$ cat config.mk
export PLATFORM = sky130hd
export DESIGN_NAME = scard_rx
export DESIGN_NICKNAME = d
export VERILOG_FILES = /design/src/rtl/scard_rx_pkg.sv /design/src/rtl/scard_rx_sync.sv /design/src/rtl/scard_rx_frame.sv /design/src/rtl/scard_rx_hold.sv /design/src/rtl/scard_rx.sv
export SDC_FILE = /design/constraint.sdc
export NUM_CORES = 1
export LEC_CHECK = 0
export ABC_AREA = 1
export BUFFER_PORTS_ARGS = -buffer_cell sky130_fd_sc_hd__buf_2
export CAP_MARGIN = 15
export CORE_ASPECT_RATIO = 0.75
export CORE_MARGIN = 1
export CORE_UTILIZATION = 60
export CTS_BUF_LIST = sky130_fd_sc_hd__clkbuf_4 sky130_fd_sc_hd__clkbuf_8 sky130_fd_sc_hd__clkbuf_16
export DETAILED_ROUTE_END_ITERATION = 6
export GPL_TIMING_DRIVEN = 0
export PLACE_DENSITY_LB_ADDON = 0.05
export SYNTH_ARGS = -nofsm -noshare
export SYNTH_HDL_FRONTEND = slang
export SYNTH_SLANG_ARGS = --single-unit
$ cat constraint.sdc
create_clock -name clk -period 3.1 [get_ports clk]
set_clock_uncertainty 0.1 [all_clocks]
set_input_delay 0.465 -clock clk [delete_from_list [all_inputs] [get_ports clk]]
set_output_delay 0.465 -clock clk [all_outputs]
set_load 0.02 [all_outputs]
$ cat src/rtl/scard_rx_pkg.sv
package scard_rx_pkg;

  // Receive sequencer states
  typedef enum logic [2:0] {
    ST_IDLE,
    ST_START,
    ST_DATA,
    ST_PAR,
    ST_STOP
  } rx_state_e;

  localparam int unsigned DEF_DATA_W = 8;
  localparam int unsigned DEF_CPB_W  = 16;
  localparam int unsigned DEF_SYNC   = 2;

endpackage

$ cat src/rtl/scard_rx_sync.sv
module scard_rx_sync #(
  parameter int unsigned STAGES  = 2,
  parameter logic        RST_VAL = 1'b1
) (
  input  logic clk,
  input  logic rst,
  input  logic d_in,
  output logic d_out
);

  logic [STAGES-1:0] chain_q;

  // Each stage copies the previous one; stage 0 takes the raw input.
  for (genvar g = 0; g < STAGES; g++) begin : g_stage
    if (g == 0) begin : g_first
      always_ff @(posedge clk) begin
        if (rst) chain_q[g] <= RST_VAL;
        else     chain_q[g] <= d_in;
      end
    end else begin : g_next
      always_ff @(posedge clk) begin
        if (rst) chain_q[g] <= RST_VAL;
        else     chain_q[g] <= chain_q[g-1];
      end
    end
  end

  assign d_out = chain_q[STAGES-1];

endmodule

$ cat src/rtl/scard_rx_frame.sv
module scard_rx_frame
  import scard_rx_pkg::*;
#(
  parameter int unsigned DATA_W = DEF_DATA_W,
  parameter int unsigned CPB_W  = DEF_CPB_W
) (
  input  logic              clk,
  input  logic              rst,
  input  logic              rx_s,
  input  logic [CPB_W-1:0]  cpb_i,
  output logic              done_o,
  output logic [DATA_W-1:0] data_o,
  output logic              perr_o
);

  localparam int unsigned       IDX_W    = $clog2(DATA_W + 1);
  localparam logic [CPB_W-1:0]  ONE      = CPB_W'(1);
  localparam logic [IDX_W-1:0]  LAST_IDX = IDX_W'(DATA_W - 1);
  localparam logic [IDX_W-1:0]  FULL_IDX = IDX_W'(DATA_W);

  rx_state_e         st_q;
  logic [CPB_W-1:0]  cnt_q;
  logic [IDX_W-1:0]  idx_q;
  logic [DATA_W-1:0] shreg_q;
  logic              par_q;
  logic              done_q;
  logic [DATA_W-1:0] data_q;
  logic              perr_q;

  logic [CPB_W-1:0]  half_m1;
  logic [CPB_W-1:0]  full_m1;
  logic              at_half;
  logic              at_full;

  assign half_m1 = (cpb_i >> 1) - ONE;
  assign full_m1 = cpb_i - ONE;
  assign at_half = (cnt_q == half_m1);
  assign at_full = (cnt_q == full_m1);

  always_ff @(posedge clk) begin
    if (rst) begin
      st_q    <= ST_IDLE;
      cnt_q   <= '0;
      idx_q   <= '0;
      shreg_q <= '0;
      par_q   <= 1'b0;
      done_q  <= 1'b0;
      data_q  <= '0;
      perr_q  <= 1'b0;
    end else begin
      done_q <= 1'b0;
      unique case (st_q)
        ST_IDLE: begin
          cnt_q <= '0;
          idx_q <= '0;
          if (!rx_s) st_q <= ST_START;
        end
        ST_START: begin
          if (at_half) begin
            cnt_q <= '0;
            par_q <= 1'b0;
            st_q  <= rx_s ? ST_IDLE : ST_DATA;
          end else begin
            cnt_q <= cnt_q + ONE;
          end
        end
        ST_DATA: begin
          if (at_full) begin
            cnt_q   <= '0;
            shreg_q <= {rx_s, shreg_q[DATA_W-1:1]};
            par_q   <= par_q ^ rx_s;
            idx_q   <= idx_q + IDX_W'(1);
            if (idx_q == LAST_IDX) st_q <= ST_PAR;
          end else begin
            cnt_q <= cnt_q + ONE;
          end
        end
        ST_PAR: begin
          if (at_full) begin
            cnt_q <= '0;
            par_q <= par_q ^ rx_s;
            st_q  <= ST_STOP;
          end else begin
            cnt_q <= cnt_q + ONE;
          end
        end
        ST_STOP: begin
          if (at_full) begin
            cnt_q  <= '0;
            done_q <= 1'b1;
            data_q <= shreg_q;
            perr_q <= par_q;
            st_q   <= ST_IDLE;
          end else begin
            cnt_q <= cnt_q + ONE;
          end
        end
        default: st_q <= ST_IDLE;
      endcase
    end
  end

  assign done_o = done_q;
  assign data_o = data_q;
  assign perr_o = perr_q;

  // the data bit index never runs past the character width
  assert_idx_bound_R1: assert property (@(posedge clk) disable iff (rst)
    idx_q <= FULL_IDX);

  // while shifting data bits, the index stays below the width
  assert_data_idx_R1: assert property (@(posedge clk) disable iff (rst)
    (st_q == ST_DATA) |-> (idx_q <= LAST_IDX));

  // completion is a single-cycle event
  assert_done_pulse_R6: assert property (@(posedge clk) disable iff (rst)
    done_q |=> !done_q);

  // a character completes only from the stop state at the bit end
  assert_done_from_stop_R10: assert property (@(posedge clk) disable iff (rst)
    (st_q == ST_STOP && at_full) |=> done_q);

endmodule

$ cat src/rtl/scard_rx_hold.sv
module scard_rx_hold #(
  parameter int unsigned DATA_W = 8
) (
  input  logic              clk,
  input  logic              rst,
  input  logic              done_i,
  input  logic [DATA_W-1:0] data_i,
  input  logic              perr_i,
  input  logic              rd_i,
  input  logic              en_i,
  output logic [DATA_W-1:0] buf_data,
  output logic              buf_ready,
  output logic              buf_perr,
  output logic              buf_ovr,
  output logic              tx_o
);

  logic [DATA_W-1:0] data_q;
  logic              ready_q;
  logic              perr_q;
  logic              ovr_q;
  logic              tx_q;

  always_ff @(posedge clk) begin
    if (rst) begin
      data_q  <= '0;
      ready_q <= 1'b0;
      perr_q  <= 1'b0;
      ovr_q   <= 1'b0;
      tx_q    <= 1'b1;
    end else if (done_i) begin
      // A read in the same cycle consumes the old character first.
      data_q  <= data_i;
      ready_q <= 1'b1;
      perr_q  <= perr_i;
      ovr_q   <= !rd_i && (ovr_q || ready_q);
      tx_q    <= !(perr_i && en_i);
    end else if (rd_i) begin
      ready_q <= 1'b0;
      perr_q  <= 1'b0;
      ovr_q   <= 1'b0;
      tx_q    <= 1'b1;
    end else if (!en_i) begin
      tx_q    <= 1'b1;
    end
  end

  assign buf_data  = data_q;
  assign buf_ready = ready_q;
  assign buf_perr  = perr_q;
  assign buf_ovr   = ovr_q;
  assign tx_o      = tx_q;

  // an error flag only exists alongside a buffered character
  assert_perr_needs_ready_R2: assert property (@(posedge clk) disable iff (rst)
    perr_q |-> ready_q);

  // the line is only low while a parity error is on record
  assert_low_has_perr_R3: assert property (@(posedge clk) disable iff (rst)
    !tx_q |-> perr_q);

  // a read with no completion releases the line and clears flags
  assert_read_release_R4: assert property (@(posedge clk) disable iff (rst)
    (rd_i && !done_i) |=> (tx_q && !perr_q && !ready_q));

  // with signalling disabled the line goes high on the next edge
  assert_disabled_high_R5: assert property (@(posedge clk) disable iff (rst)
    !en_i |=> tx_q);

  // completion onto an unread buffer without a read flags overrun
  assert_overrun_set_R8: assert property (@(posedge clk) disable iff (rst)
    (done_i && ready_q && !rd_i) |=> (ovr_q && ready_q));

  // completion together with a read keeps the new char, no overrun
  assert_coincide_R9: assert property (@(posedge clk) disable iff (rst)
    (done_i && rd_i) |=> (ready_q && !ovr_q));

endmodule

$ cat src/rtl/scard_rx.sv
module scard_rx
  import scard_rx_pkg::*;
#(
  parameter int unsigned DATA_W = DEF_DATA_W,
  parameter int unsigned CPB_W  = DEF_CPB_W,
  parameter int unsigned SYNC_N = DEF_SYNC
) (
  input  logic              clk,
  input  logic              rst,
  input  logic              rx_line,
  input  logic [CPB_W-1:0]  clks_per_bit,
  input  logic              err_sig_en,
  input  logic              rd_strobe,
  output logic [DATA_W-1:0] rd_data,
  output logic              rd_ready,
  output logic              rd_parity_err,
  output logic              rd_overrun,
  output logic              tx_line
);

  logic              rx_s;
  logic              fr_done;
  logic [DATA_W-1:0] fr_data;
  logic              fr_perr;

  scard_rx_sync #(
    .STAGES  (SYNC_N),
    .RST_VAL (1'b1)
  ) u_sync (
    .clk   (clk),
    .rst   (rst),
    .d_in  (rx_line),
    .d_out (rx_s)
  );

  scard_rx_frame #(
    .DATA_W (DATA_W),
    .CPB_W  (CPB_W)
  ) u_frame (
    .clk    (clk),
    .rst    (rst),
    .rx_s   (rx_s),
    .cpb_i  (clks_per_bit),
    .done_o (fr_done),
    .data_o (fr_data),
    .perr_o (fr_perr)
  );

  scard_rx_hold #(
    .DATA_W (DATA_W)
  ) u_hold (
    .clk       (clk),
    .rst       (rst),
    .done_i    (fr_done),
    .data_i    (fr_data),
    .perr_i    (fr_perr),
    .rd_i      (rd_strobe),
    .en_i      (err_sig_en),
    .buf_data  (rd_data),
    .buf_ready (rd_ready),
    .buf_perr  (rd_parity_err),
    .buf_ovr   (rd_overrun),
    .tx_o      (tx_line)
  );

  // a character with good parity never pulls the line low
  assert_good_stays_high_R12: assert property (@(posedge clk) disable iff (rst)
    (fr_done && !fr_perr) |=> tx_line);

endmodule

==> flow_summary.yaml <==
timing:
  hold_viol_final: 0
  whs_ps: 238
  layout_min_cycle_time_ps: 2700
  tightest_slew_ps: 580
  final.period_utilization_pct: 87.1
  rsz0062_at_grt: "false"
  drv_slew: 0
  fmax_mhz: 370
  finalSetupViolations: 0
  maxSlewHeadroom_pct: 61.0
  setup-tns-final_ps: 0
die:
  initial_utilization_pct: 63.8
  num_rows: 24
  core_um2: 5980
  die_w_um: 94.0
  die_y_um: 71.0
  dieArea_um2: 6680
  io-pin-count: 33
synthesis:
  ys_seq_area_share_pct: 29.4
  synth-seq-cells: 56
  syn_area_per_cell_um2: 6.25
  synth_nets: 635
  synth_edf_count: 0
  yosys_warnings: 0
  syn_inst: 610
  netlist_area_um2: 3810
  async_reset_ff_share_pct: 0
  synthFlopType: "dfxtp_1"
  ys_types: 32
placed_design:
  place.gp.congestion: 0.943
  dp_hpwl_mm: 7.35
  numPortBuffers: 30
route:
  vias_per_cell: 5.32
  drcViolationCount: 0
  first_pass_iters: 5
  drt_iter0_drc: 363
  wl_mm: 9.24
  wl_per_cell_um: 12.7
  num_vias: 3862
  ant_nets: 0
finish:
  syn_to_final_growth_pct: 8.80
  drive_above_1_share_pct: 12.0
  final_nets: 672
  antennaDiodeCount: 0
  layout_commonest_cell: "nand2_1"
  final_cell_mix: "165 x nand2_1, 87 x nor2_1, 77 x inv_1, 56 x dfxtp_1, 44 x nand3_1"
worst_setup_path:
  cp-end-kind: "flip-flop"
  worstReg2RegEnd: "u_frame.cnt_q[14]"
  r2r_start: "u_frame.cnt_q[1]"
  cp-start-kind: "input pin"
  cp_max_fo: 10
  arrival_ps: 2770
  cp-startpoint: "clks_per_bit[1]"
  rrSetupSlack_ps: 690
  reg2regPathDepth: 13
  endpoint: "u_frame.cnt_q[5]"
  crit_type: "input pin to flip-flop"
  worstPathRequired_ps: 3170
clock_network:
  root_buffer: "clkbuf_8"
  cts.path.max_buffers: 2
  post_cts_resized: 0
  cts_buffers: 5
  path_clk_slew_ps: 90
  htreeDepth: 2
  post_cts_buffers: 0
  hold_buffers: 0
  clock-sinks: 56
  worstSkewPairLatency_ps: 310
  tritoncts: "yes"
outcome:
  status: "completed"
global_routing:
  gr-usage-all-layers_pct: 29.7
  grt_max_degree: 18
  grt_remaining_overflow: 0
  grt_pass1_vias: 3341
  grt_pass1_wl_mm: 15.7
  antenna_found_initial: 0
power:
  power_density_nw_per_um2: 401
  ir_drop_mv: 0.436
  power_leakage_nw: 2.05
flow_run:
  drv_cap: 0
worst_hold_path:
  hold_class: "input pin to flip-flop"
per-stage QoR:
stage               power (mW)  area (um^2)  setup WS, ps  utilization [%]  std cells
detailed placement        1.28         4060           134             67.9        718
CTS                       1.66         4150           462             69.4        726
finish                    1.66         4150           400             69.4        726
global route              1.76         4150           191             69.4        726
global placement          1.26         4060           208             67.9        718
floorplan                 1.16         3810           757                -        610
critical path: stages:
cell and delay (ps):
buf_2 100, inv_1 140, ha_1 250, inv_1 150, nor2_4 180, nand3_1 180
o21bai_1 190, nand2_1 70, nor2_1 150, nand3_1 100, nor2_1 140, nand2_2 150
nand2_4 130, nand2_4 90, buf_6 160, nand2_1 60, a21oi_1 60
flip-flops by register name, summed over array words and instances (netlist names):
register,cells
u_frame.shreg_q,8
u_frame.done_o,1
u_sync.chain_q,1
u_frame.cnt_q,16
u_frame.st_q,3
u_hold.buf_ready,1
u_frame.par_q,1
u_hold.buf_perr,1
u_frame.idx_q,4
u_hold.buf_ovr,1
u_frame.perr_o,1
u_frame.data_o,8
u_hold.buf_data,8
u_hold.tx_o,1
u_sync.d_out,1
final cells by class:
class | count | area [um^2]
plain buffers | 22 | 126
clock buffers | 5 | 68.8
multi-input cells | 454 | 2270
flip-flops and latches | 56 | 1120
fillers | 549 | 1830
repair buffers | 30 | 150
inverters | 78 | 293
clock inverters | 3 | 18.8
well taps | 78 | 97.6
report_power, final:
group / switching (mW) / internal [mW] / total [mW]
clock network: 0.233 / 0.158 / 0.391
registers: 0.0262 / 0.743 / 0.769
logic: 0.336 / 0.166 / 0.502
logic make-up after synthesis:
logic type                 synth area share, %
and+or+nand+nor                           39.8
adders and majority gates                 1.31
DFF                                       29.4
xor gates and xnor gates                  8.51
AOI/OAI and AO/OA                         9.95
buffers and inverters                     11.0
synthesized netlist by cell type (3+ instances only):
cell      number  area [um^2]
buf_2          5         25.0
nand2_1      165          619
nand2_2        5         31.3
nor2_2         7         43.8
a21oi_1       33          165
buf_6          4         45.0
nor3_1         3         15.0
o21bai_1       3         22.5
xnor2_1       13          114
ha_1           4         50.1
nor2_4         9          101
nor2_1        87          327
o21ai_0       27          135
nand4_1        9         56.3
nand3_1       44          220
xor2_1        24          210
inv_1         77          289
dfxtp_1       56         1120
nand3b_1       6         45.0
clkbuf_1      11         41.3
routing by layer:
layer / vias to the layer above / GRT usage (%) / share of wire [%]
met5: - / 0 / 0
met4: 0 / 5.47 / 0.23
met3: 3 / 5.16 / 8.7
met2: 160 / 41.2 / 40
met1: 1719 / 47.3 / 51
li1: 1980 / - / -
worst min-delay path by stage:
stage | from | end | slack (ps) | cells after the start
after CTS | err_sig_en | u_hold.tx_o | 230 | 2
after global routing | rx_line | u_sync.chain_q[0] | 230 | 2
after global placement | u_sync.chain_q[0] | u_sync.d_out | 290 | 1
after floorplan | u_sync.chain_q[0] | u_sync.d_out | 290 | 1
after detailed placement | u_sync.chain_q[0] | u_sync.d_out | 320 | 1
final | err_sig_en | u_hold.tx_o | 240 | 2
Power figures use the tool's default switching activity.
